`config.mk`:
```
export PLATFORM = sky130hd
export DESIGN_NAME = irq_hold_timer
export DESIGN_NICKNAME = d
export VERILOG_FILES = /design/src/rtl/irq_hold_pkg.sv /design/src/rtl/irq_hold_next.sv /design/src/rtl/irq_hold_gate.sv /design/src/rtl/irq_hold_timer.sv
export SDC_FILE = /design/constraint.sdc
export NUM_CORES = 1
export LEC_CHECK = 0
export ABC_AREA = 1
export ABC_CLOCK_PERIOD_IN_PS = 7150
export CELL_PAD_IN_SITES_DETAIL_PLACEMENT = 1
export CELL_PAD_IN_SITES_GLOBAL_PLACEMENT = 1
export CORE_MARGIN = 5
export CORE_UTILIZATION = 36
export DETAILED_ROUTE_END_ITERATION = 7
export PLACE_DENSITY = 0.95
export SLEW_MARGIN = 20
export SYNTH_ARGS = -nofsm -noshare
export SYNTH_HDL_FRONTEND = slang
export SYNTH_SLANG_ARGS = --single-unit
```
`constraint.sdc`:
```
create_clock -name clk -period 7.15 [get_ports clk]
set_input_delay 1.43 -clock clk [delete_from_list [all_inputs] [get_ports clk]]
set_output_delay 1.43 -clock clk [all_outputs]
set_load 0.02 [all_outputs]
```
`src/rtl/irq_hold_pkg.sv`:
```
package irq_hold_pkg;

    typedef enum logic {
        ST_OPEN   = 1'b0,
        ST_MASKED = 1'b1
    } hold_state_t;

    typedef enum logic [2:0] {
        OP_HOLD,
        OP_WRITE,
        OP_ADD,
        OP_LOAD,
        OP_DEC
    } cnt_op_t;

endpackage

```
`src/rtl/irq_hold_next.sv`:
```
module irq_hold_next
    import irq_hold_pkg::*;
#(
    parameter int CNT_W = 14
) (
    input  logic [CNT_W-1:0] cnt_q,
    input  logic             sw_wr,
    input  logic             sw_add,
    input  logic             ld_en,
    input  logic             cyc_stb,
    input  logic [CNT_W-1:0] sw_data,
    input  logic [CNT_W-1:0] ld_cnt,
    output cnt_op_t          op,
    output logic [CNT_W-1:0] cnt_d
);

    localparam logic [CNT_W-1:0] CNT_MAX = '1;

    logic [CNT_W:0] sum;

    assign sum = {1'b0, cnt_q} + {1'b0, sw_data};

    // Fixed precedence: write, add, load, then decrement.
    always_comb begin
        if (sw_wr)
            op = OP_WRITE;
        else if (sw_add)
            op = OP_ADD;
        else if (ld_en)
            op = OP_LOAD;
        else if (cyc_stb && (cnt_q != '0))
            op = OP_DEC;
        else
            op = OP_HOLD;
    end

    always_comb begin
        unique case (op)
            OP_WRITE: cnt_d = sw_data;
            OP_ADD:   cnt_d = sum[CNT_W] ? CNT_MAX : sum[CNT_W-1:0];
            OP_LOAD:  cnt_d = ld_cnt;
            OP_DEC:   cnt_d = cnt_q - 1'b1;
            default:  cnt_d = cnt_q;
        endcase
    end

endmodule

```
`src/rtl/irq_hold_gate.sv`:
```
module irq_hold_gate #(
    parameter int PRIO_W = 3
) (
    input  logic              mask_lo,
    input  logic              irq_req,
    input  logic [PRIO_W-1:0] irq_prio,
    input  logic              trap_req,
    output logic              out_req,
    output logic [PRIO_W-1:0] out_prio,
    output logic              out_trap
);

    localparam logic [PRIO_W-1:0] PRIO_TOP = '1;

    logic is_top;
    logic is_zero;
    logic pass;

    assign is_top  = (irq_prio == PRIO_TOP);
    assign is_zero = (irq_prio == '0);
    assign pass    = irq_req && !is_zero && (is_top || !mask_lo);

    assign out_req  = pass;
    assign out_prio = pass ? irq_prio : '0;
    assign out_trap = trap_req;

endmodule

```
`src/rtl/irq_hold_timer.sv`:
```
module irq_hold_timer
    import irq_hold_pkg::*;
#(
    parameter int CNT_W  = 14,
    parameter int PRIO_W = 3
) (
    input  logic              clk,
    input  logic              rst_n,
    input  logic              ld_en,
    input  logic [CNT_W-1:0]  ld_cnt,
    input  logic              sw_wr,
    input  logic              sw_add,
    input  logic [CNT_W-1:0]  sw_data,
    input  logic              cyc_stb,
    input  logic              irq_req,
    input  logic [PRIO_W-1:0] irq_prio,
    input  logic              trap_req,
    output logic              out_req,
    output logic [PRIO_W-1:0] out_prio,
    output logic              out_trap,
    output logic [CNT_W-1:0]  cnt_rd
);

    hold_state_t      state_q, state_d;
    cnt_op_t          op;
    logic [CNT_W-1:0] cnt_q, cnt_d;
    logic             mask_lo;

    irq_hold_next #(.CNT_W(CNT_W)) u_next (
        .cnt_q   (cnt_q),
        .sw_wr   (sw_wr),
        .sw_add  (sw_add),
        .ld_en   (ld_en),
        .cyc_stb (cyc_stb),
        .sw_data (sw_data),
        .ld_cnt  (ld_cnt),
        .op      (op),
        .cnt_d   (cnt_d)
    );

    // Transitions: arm, expire, cancel, stay.
    always_comb begin
        state_d = state_q;
        unique case (state_q)
            ST_OPEN:   if (cnt_d != '0) state_d = ST_MASKED;
            ST_MASKED: if (cnt_d == '0) state_d = ST_OPEN;
            default:   state_d = ST_OPEN;
        endcase
    end

    always_ff @(posedge clk) begin
        if (!rst_n) begin
            state_q <= ST_OPEN;
            cnt_q   <= '0;
        end else begin
            state_q <= state_d;
            cnt_q   <= cnt_d;
        end
    end

    always_comb begin
        unique case (state_q)
            ST_OPEN:   mask_lo = 1'b0;
            ST_MASKED: mask_lo = 1'b1;
            default:   mask_lo = 1'b0;
        endcase
    end

    irq_hold_gate #(.PRIO_W(PRIO_W)) u_gate (
        .mask_lo  (mask_lo),
        .irq_req  (irq_req),
        .irq_prio (irq_prio),
        .trap_req (trap_req),
        .out_req  (out_req),
        .out_prio (out_prio),
        .out_trap (out_trap)
    );

    assign cnt_rd = cnt_q;

endmodule

```
==> results of run 1 <==
-- per-layer routing --
metal	global-route usage	vias up	routed length, um
met3	0.0344	14	459
met1	0.281	1388	4020
met5	0	-	0
met4	0.0507	0	140
li1	-	1513	-
met2	0.381	82	4230
-- worst min path at each step --
stage | slack (ps) | start | end
2_1_floorplan | 690 | cnt_rd[3]$_SDFF_PN0_ | cnt_rd[3]$_SDFF_PN0_
3_3_place_gp | 660 | cnt_rd[0]$_SDFF_PN0_ | cnt_rd[0]$_SDFF_PN0_
3_5_place_dp | 680 | cnt_rd[0]$_SDFF_PN0_ | cnt_rd[0]$_SDFF_PN0_
4_1_cts | 690 | cnt_rd[0]$_SDFF_PN0_ | cnt_rd[0]$_SDFF_PN0_
5_1_grt | 750 | cnt_rd[0]$_SDFF_PN0_ | cnt_rd[0]$_SDFF_PN0_
6_report | 680 | cnt_rd[0]$_SDFF_PN0_ | cnt_rd[0]$_SDFF_PN0_
-- cell families after synthesis --
kind of cell | synth area share
AO/OA/AOI/OAI | 0.0609
XOR/XNOR | 0.0255
adder cells (fa/ha/maj) | 0.0865
buffers and inverters | 0.136
flip-flops | 0.125
AND/OR/NAND/NOR | 0.566
-- worst max-delay path, cell delays in order --
cell and delay, ps:
clkdlybuf4s50_1 480, inv_1 60, o31ai_1 230, o311ai_0 310, nor2_1 190, clkdlybuf4s50_1 640
-- final cells by class --
type | count | area share
Tap cell | 77 | 0.0317
Timing Repair Buffer | 55 | 0.181
Inverter | 69 | 0.0890
Clock buffer | 4 | 0.0148
Multi-Input combinational cell | 364 | 0.584
Sequential cell | 15 | 0.0989
-- power breakdown --
part           internal (mW)  switching, mW
Sequential            0.0920         0.0156
Clock                 0.0396         0.0327
Combinational          0.100          0.160
Total                  0.232          0.208
-- sequential cells by signal, summed over array words and instances, names as in the netlist --
name	flops
cnt_rd	14
state_q	1
-- metrics by stage --
stage / total power [mW] / worst slack (ps) / utilization
final: 0.440 / 2380 / 0.473
after global routing: 0.482 / 2260 / 0.473
after CTS: 0.441 / 2360 / 0.473
after detailed placement: 0.368 / 2360 / 0.466
after global placement: 0.357 / 2560 / 0.466
after floorplan: 0.278 / 3480 / -
-- layout by cell type (no fill, tap or decap), types with 3 or more instances in the layout --
cell	count
nor2_2	4
clkbuf_8	3
o21ai_0	10
a21oi_1	8
xor2_1	7
nand3_1	47
inv_1	64
nand4_1	8
nor2_1	64
clkdlybuf4s50_1	55
nand2_1	182
ha_1	15
dfxtp_1	15
==> flow_metrics.py, run 1 <==
metrics = {
    "synthesis": {
        "synth_area_leaders": "nand2_1 28%, dfxtp_1 13%, inv_1 10%, nor2_1 10%, nand3_1 9.8%",
        "synthArstFlopShare": 0,
        "yosysSeqAreaShare": 0.125,
        "yosysWarnings": 0,
        "synth.most_common_cell": "nand2_1",
        "synth_edf_count": 0,
        "synthDistinctLibCells": 34,
        "synth_top_area_share": 0.284,
        "ys_seq_elements": 15,
        "yosys-top-cells-count": "182 x nand2_1, 64 x inv_1, 64 x nor2_1",
        "syn_inst": 456,
        "synth_area_um2": 2400,
        "syn_area_per_cell_um2": 5.27,
        "synth_nets": 511,
        "yosysTopAreaCell": "nand2_1",
        "synth_ff_type": "dfxtp_1",
    },
    "placement": {
        "dp.cells": 580,
        "finalWeightedCongestion": 0.964,
        "place_area_um2": 2990,
        "port_buffers": 55,
        "dp_hpwl_um": 7580,
    },
    "worst_setup_path": {
        "worstPathArrival_ps": 3340,
        "end_kind": "output pin",
        "reg2reg_depth": 16,
        "r2r_slack_ps": 4470,
        "crit_fanout": 4,
        "cp.required_ps": 5720,
        "crit_start": "irq_prio[0]",
        "r2r_end": "state_q$_SDFF_PN0_",
        "cp-start-kind": "input pin",
        "setup.worst_path.class": "in2out",
        "timing.rr.start": "cnt_rd[0]$_SDFF_PN0_",
        "worstSetupEndpoint": "out_prio[1]",
    },
    "cts": {
        "cts_tree": "yes",
        "cts_resized": 0,
        "cts.repair_timing.setup_buffer_count": 0,
        "cts_made_buffers": 3,
        "clkTransAtPathRegs_ps": 60,
        "clkSinkCount": 15,
        "postCtsHoldBufs": 0,
        "ctsRootBufferMaster": "clkbuf_8",
        "htreeDepth": 1,
        "clockBufferDepth": 2,
        "clk_latency_ps": 260,
    },
    "die": {
        "die_h_um": 91.7,
        "ios": 58,
        "fp-row-count": 29,
        "core_um2": 6420,
        "die_x_um": 91.7,
        "start_util": 0.374,
        "die_area_um2": 8410,
    },
    "hold_path": {
        "whs_path_depth": 4,
        "min-delay-path-class": "reg2reg",
    },
    "timing": {
        "fin_crit_ps": 4770,
        "rsz0062_at_grt": "false",
        "worst_pin_slew_ps": 837,
        "slew_headroom": 0.435,
        "setup_violations": 0,
        "fin_crit_sh": 0.667,
        "tns_ps": 0,
        "drv_slew": 0,
        "hold_viol": 0,
        "clock_skew_ps": 2.31,
        "whs_ps": 675,
        "fmaxAchievable_mhz": 210,
    },
    "finish": {
        "regArea_um2": 300,
        "layout.nets": 563,
        "final_area_um2": 3040,
        "nFillCells": 934,
        "fin_cells": 584,
        "area_delta_synth_final_pct": 26.4,
        "diodes": 0,
        "multi_input_area_um2": 1770,
        "drive_above_1_share": 0.0434,
    },
    "detailed_routing": {
        "drt-pass1-iter-count": 4,
        "detail-route-antenna-nets": 0,
        "routedWlPerCell_um": 15.2,
        "drc_errors": 0,
        "routed_wirelength_um": 8850,
        "vias": 2997,
        "viasPerCell": 5.13,
        "first_iter_violations": 152,
    },
    "outcome": {
        "status": "completed",
    },
    "power_and_ir_drop": {
        "power_density_nw_per_um2": 145,
        "p_leak_nw": 1.64,
        "vdd_drop_max_v": 0.0000751,
    },
    "grt": {
        "grt_pass1_vias": 3138,
        "grt_max_degree": 21,
        "grt_pass1_wl_um": 15100,
        "overflow": 0,
        "antenna_found_initial": 0,
        "grtUsageTotal": 0.218,
    },
    "run": {
        "cap_violations": 0,
    },
}
(Power assumes the default switching activity.)
==> run 2: changes to the inputs <==
Settings changed: ABC_CLOCK_PERIOD_IN_PS 7150 to 4570, CORE_UTILIZATION 36 to 33, PLACE_DENSITY 0.95 to 0.9.
Clock period 7.15 ns to 4.57 ns, I/O delays scaled along.
==> flow_metrics.py, run 2 (synthesis results as in run 1) <==
metrics = {
    "worst_setup_path": {
        "crit_slowest_cell": "clkdlybuf4s50_1",
        "timing.rr.start": "cnt_rd[0]$_SDFF_PN0_",
        "r2r_end": "state_q$_SDFF_PN0_",
        "worstPathArrival_ps": 2740,
        "worstSetupEndpoint": "out_prio[0]",
        "r2r_slack_ps": 2010,
        "cp.required_ps": 3660,
        "reg2reg_depth": 16,
        "crit_path_max_incr_delay_ps": 630,
        "setup.worst_path.class": "in2out",
        "cp-start-kind": "input pin",
        "crit_start": "irq_prio[0]",
        "crit_fanout": 4,
        "end_kind": "output pin",
        "cp_cell_sequence": "clkdlybuf4s50_1 > inv_1 > o31ai_1 > o311ai_0 > nor2_1 > clkdlybuf4s50_1",
        "cp_common_cell": "clkdlybuf4s50_1",
    },
    "grt": {
        "grtUsageTotal": 0.205,
        "antenna_found_initial": 0,
        "grt_pass1_vias": 3186,
        "grt_pass1_wl_um": 14600,
        "overflow": 0,
        "grt_max_degree": 21,
    },
    "timing": {
        "clock_skew_ps": 9.98,
        "slew_headroom": 0.450,
        "fin_crit_ps": 3650,
        "fmaxAchievable_mhz": 274,
        "worst_pin_slew_ps": 822,
        "drv_slew": 0,
        "tns_ps": 0,
        "setup_violations": 0,
        "hold_viol": 0,
        "rsz0062_at_grt": "false",
        "fin_crit_sh": 0.799,
    },
    "placement": {
        "port_buffers": 55,
        "place_area_um2": 3020,
        "dp_hpwl_um": 7920,
        "finalWeightedCongestion": 0.877,
    },
    "finish": {
        "layout.nets": 563,
        "final_area_um2": 3070,
        "largest_reg_flops": 14,
        "diodes": 0,
        "layout_common_cells": "182 x nand2_1, 64 x inv_1, 64 x nor2_1",
        "drive_above_1_share": 0.0454,
        "post-route-util": 0.427,
        "area_delta_synth_final_pct": 27.6,
        "final_common_cell": "nand2_1",
    },
    "power_and_ir_drop": {
        "power_density_nw_per_um2": 227,
        "vdd_drop_max_v": 0.000138,
        "power_mw": 0.696,
        "p_leak_nw": 1.65,
    },
    "detailed_routing": {
        "first_iter_violations": 191,
        "routedWlPerCell_um": 15.2,
        "detail-route-antenna-nets": 0,
        "vias": 2992,
        "drt-pass1-iter-count": 4,
        "viasPerCell": 4.94,
        "drc_errors": 0,
        "routed_wirelength_um": 9240,
    },
    "die": {
        "fp-row-count": 31,
        "die_x_um": 95.3,
        "die_h_um": 95.3,
        "die_area_um2": 9090,
        "start_util": 0.335,
        "core_um2": 7180,
        "ios": 58,
    },
    "cts": {
        "clk_latency_ps": 260,
        "ctsRootBufferMaster": "clkbuf_8",
        "postCtsHoldBufs": 0,
        "cts_tree": "yes",
        "cts_resized": 0,
        "clkSinkCount": 15,
        "cts_made_buffers": 3,
        "clockBufferDepth": 2,
        "htreeDepth": 1,
        "cts.repair_timing.setup_buffer_count": 0,
        "clkTransAtPathRegs_ps": 60,
    },
    "hold_path": {
        "min-delay-path-class": "reg2reg",
        "whs_path_depth": 4,
    },
    "outcome": {
        "status": "completed",
    },
    "run": {
        "cap_violations": 0,
    },
}
run 2: per-stage QoR:
stage / worst slack (ps) / hold WS (ps) / instances
floorplan: 1840 / 687 / 456
global placement: 1020 / 663 / 602
detailed placement: 925 / 679 / 602
CTS: 931 / 693 / 606
global route: 815 / 757 / 606
finish: 918 / 685 / 606
run 2: final cells by class:
type	count	area [um2]
sequential	15	300
multi-input combinational	364	1770
tap	99	124
timing repair buffer	55	551
clock inverter	1	5.00
inverter	69	270
fill	1041	4110
clock buffer	3	41.3
run 2: per-layer routing:
| layer | GRT usage | vias to the layer above | wire length, um |
|---|---|---|---|
| met1 | 0.252 | 1398 | 4110 |
| met4 | 0.0457 | 0 | 184 |
| met5 | 0 | - | 0 |
| met3 | 0.0276 | 14 | 417 |
| li1 | - | 1509 | - |
| met2 | 0.375 | 71 | 4530 |
run 2: worst max-delay path: cells and delay by family:
family / cells / cell delay [ps]
AOI/OAI and AO/OA: 2 / 490
buffers and inverters: 3 / 1150
and+or+nand+nor: 1 / 180
run 2: power by group:
part,switching (mW),internal [mW]
clock,0.0569,0.0607
sequential,0.0242,0.144
combinational,0.253,0.157
total,0.334,0.362
run 2: how the worst min path moves through the flow:
stage               slack, ps                     to                  start
detailed placement        680   cnt_rd[8]$_SDFF_PN0_   cnt_rd[8]$_SDFF_PN0_
floorplan                 690   cnt_rd[3]$_SDFF_PN0_   cnt_rd[3]$_SDFF_PN0_
global route              760   cnt_rd[9]$_SDFF_PN0_   cnt_rd[9]$_SDFF_PN0_
CTS                       690   cnt_rd[8]$_SDFF_PN0_   cnt_rd[8]$_SDFF_PN0_
finish                    690  cnt_rd[13]$_SDFF_PN0_  cnt_rd[13]$_SDFF_PN0_
global placement          660  cnt_rd[13]$_SDFF_PN0_  cnt_rd[13]$_SDFF_PN0_
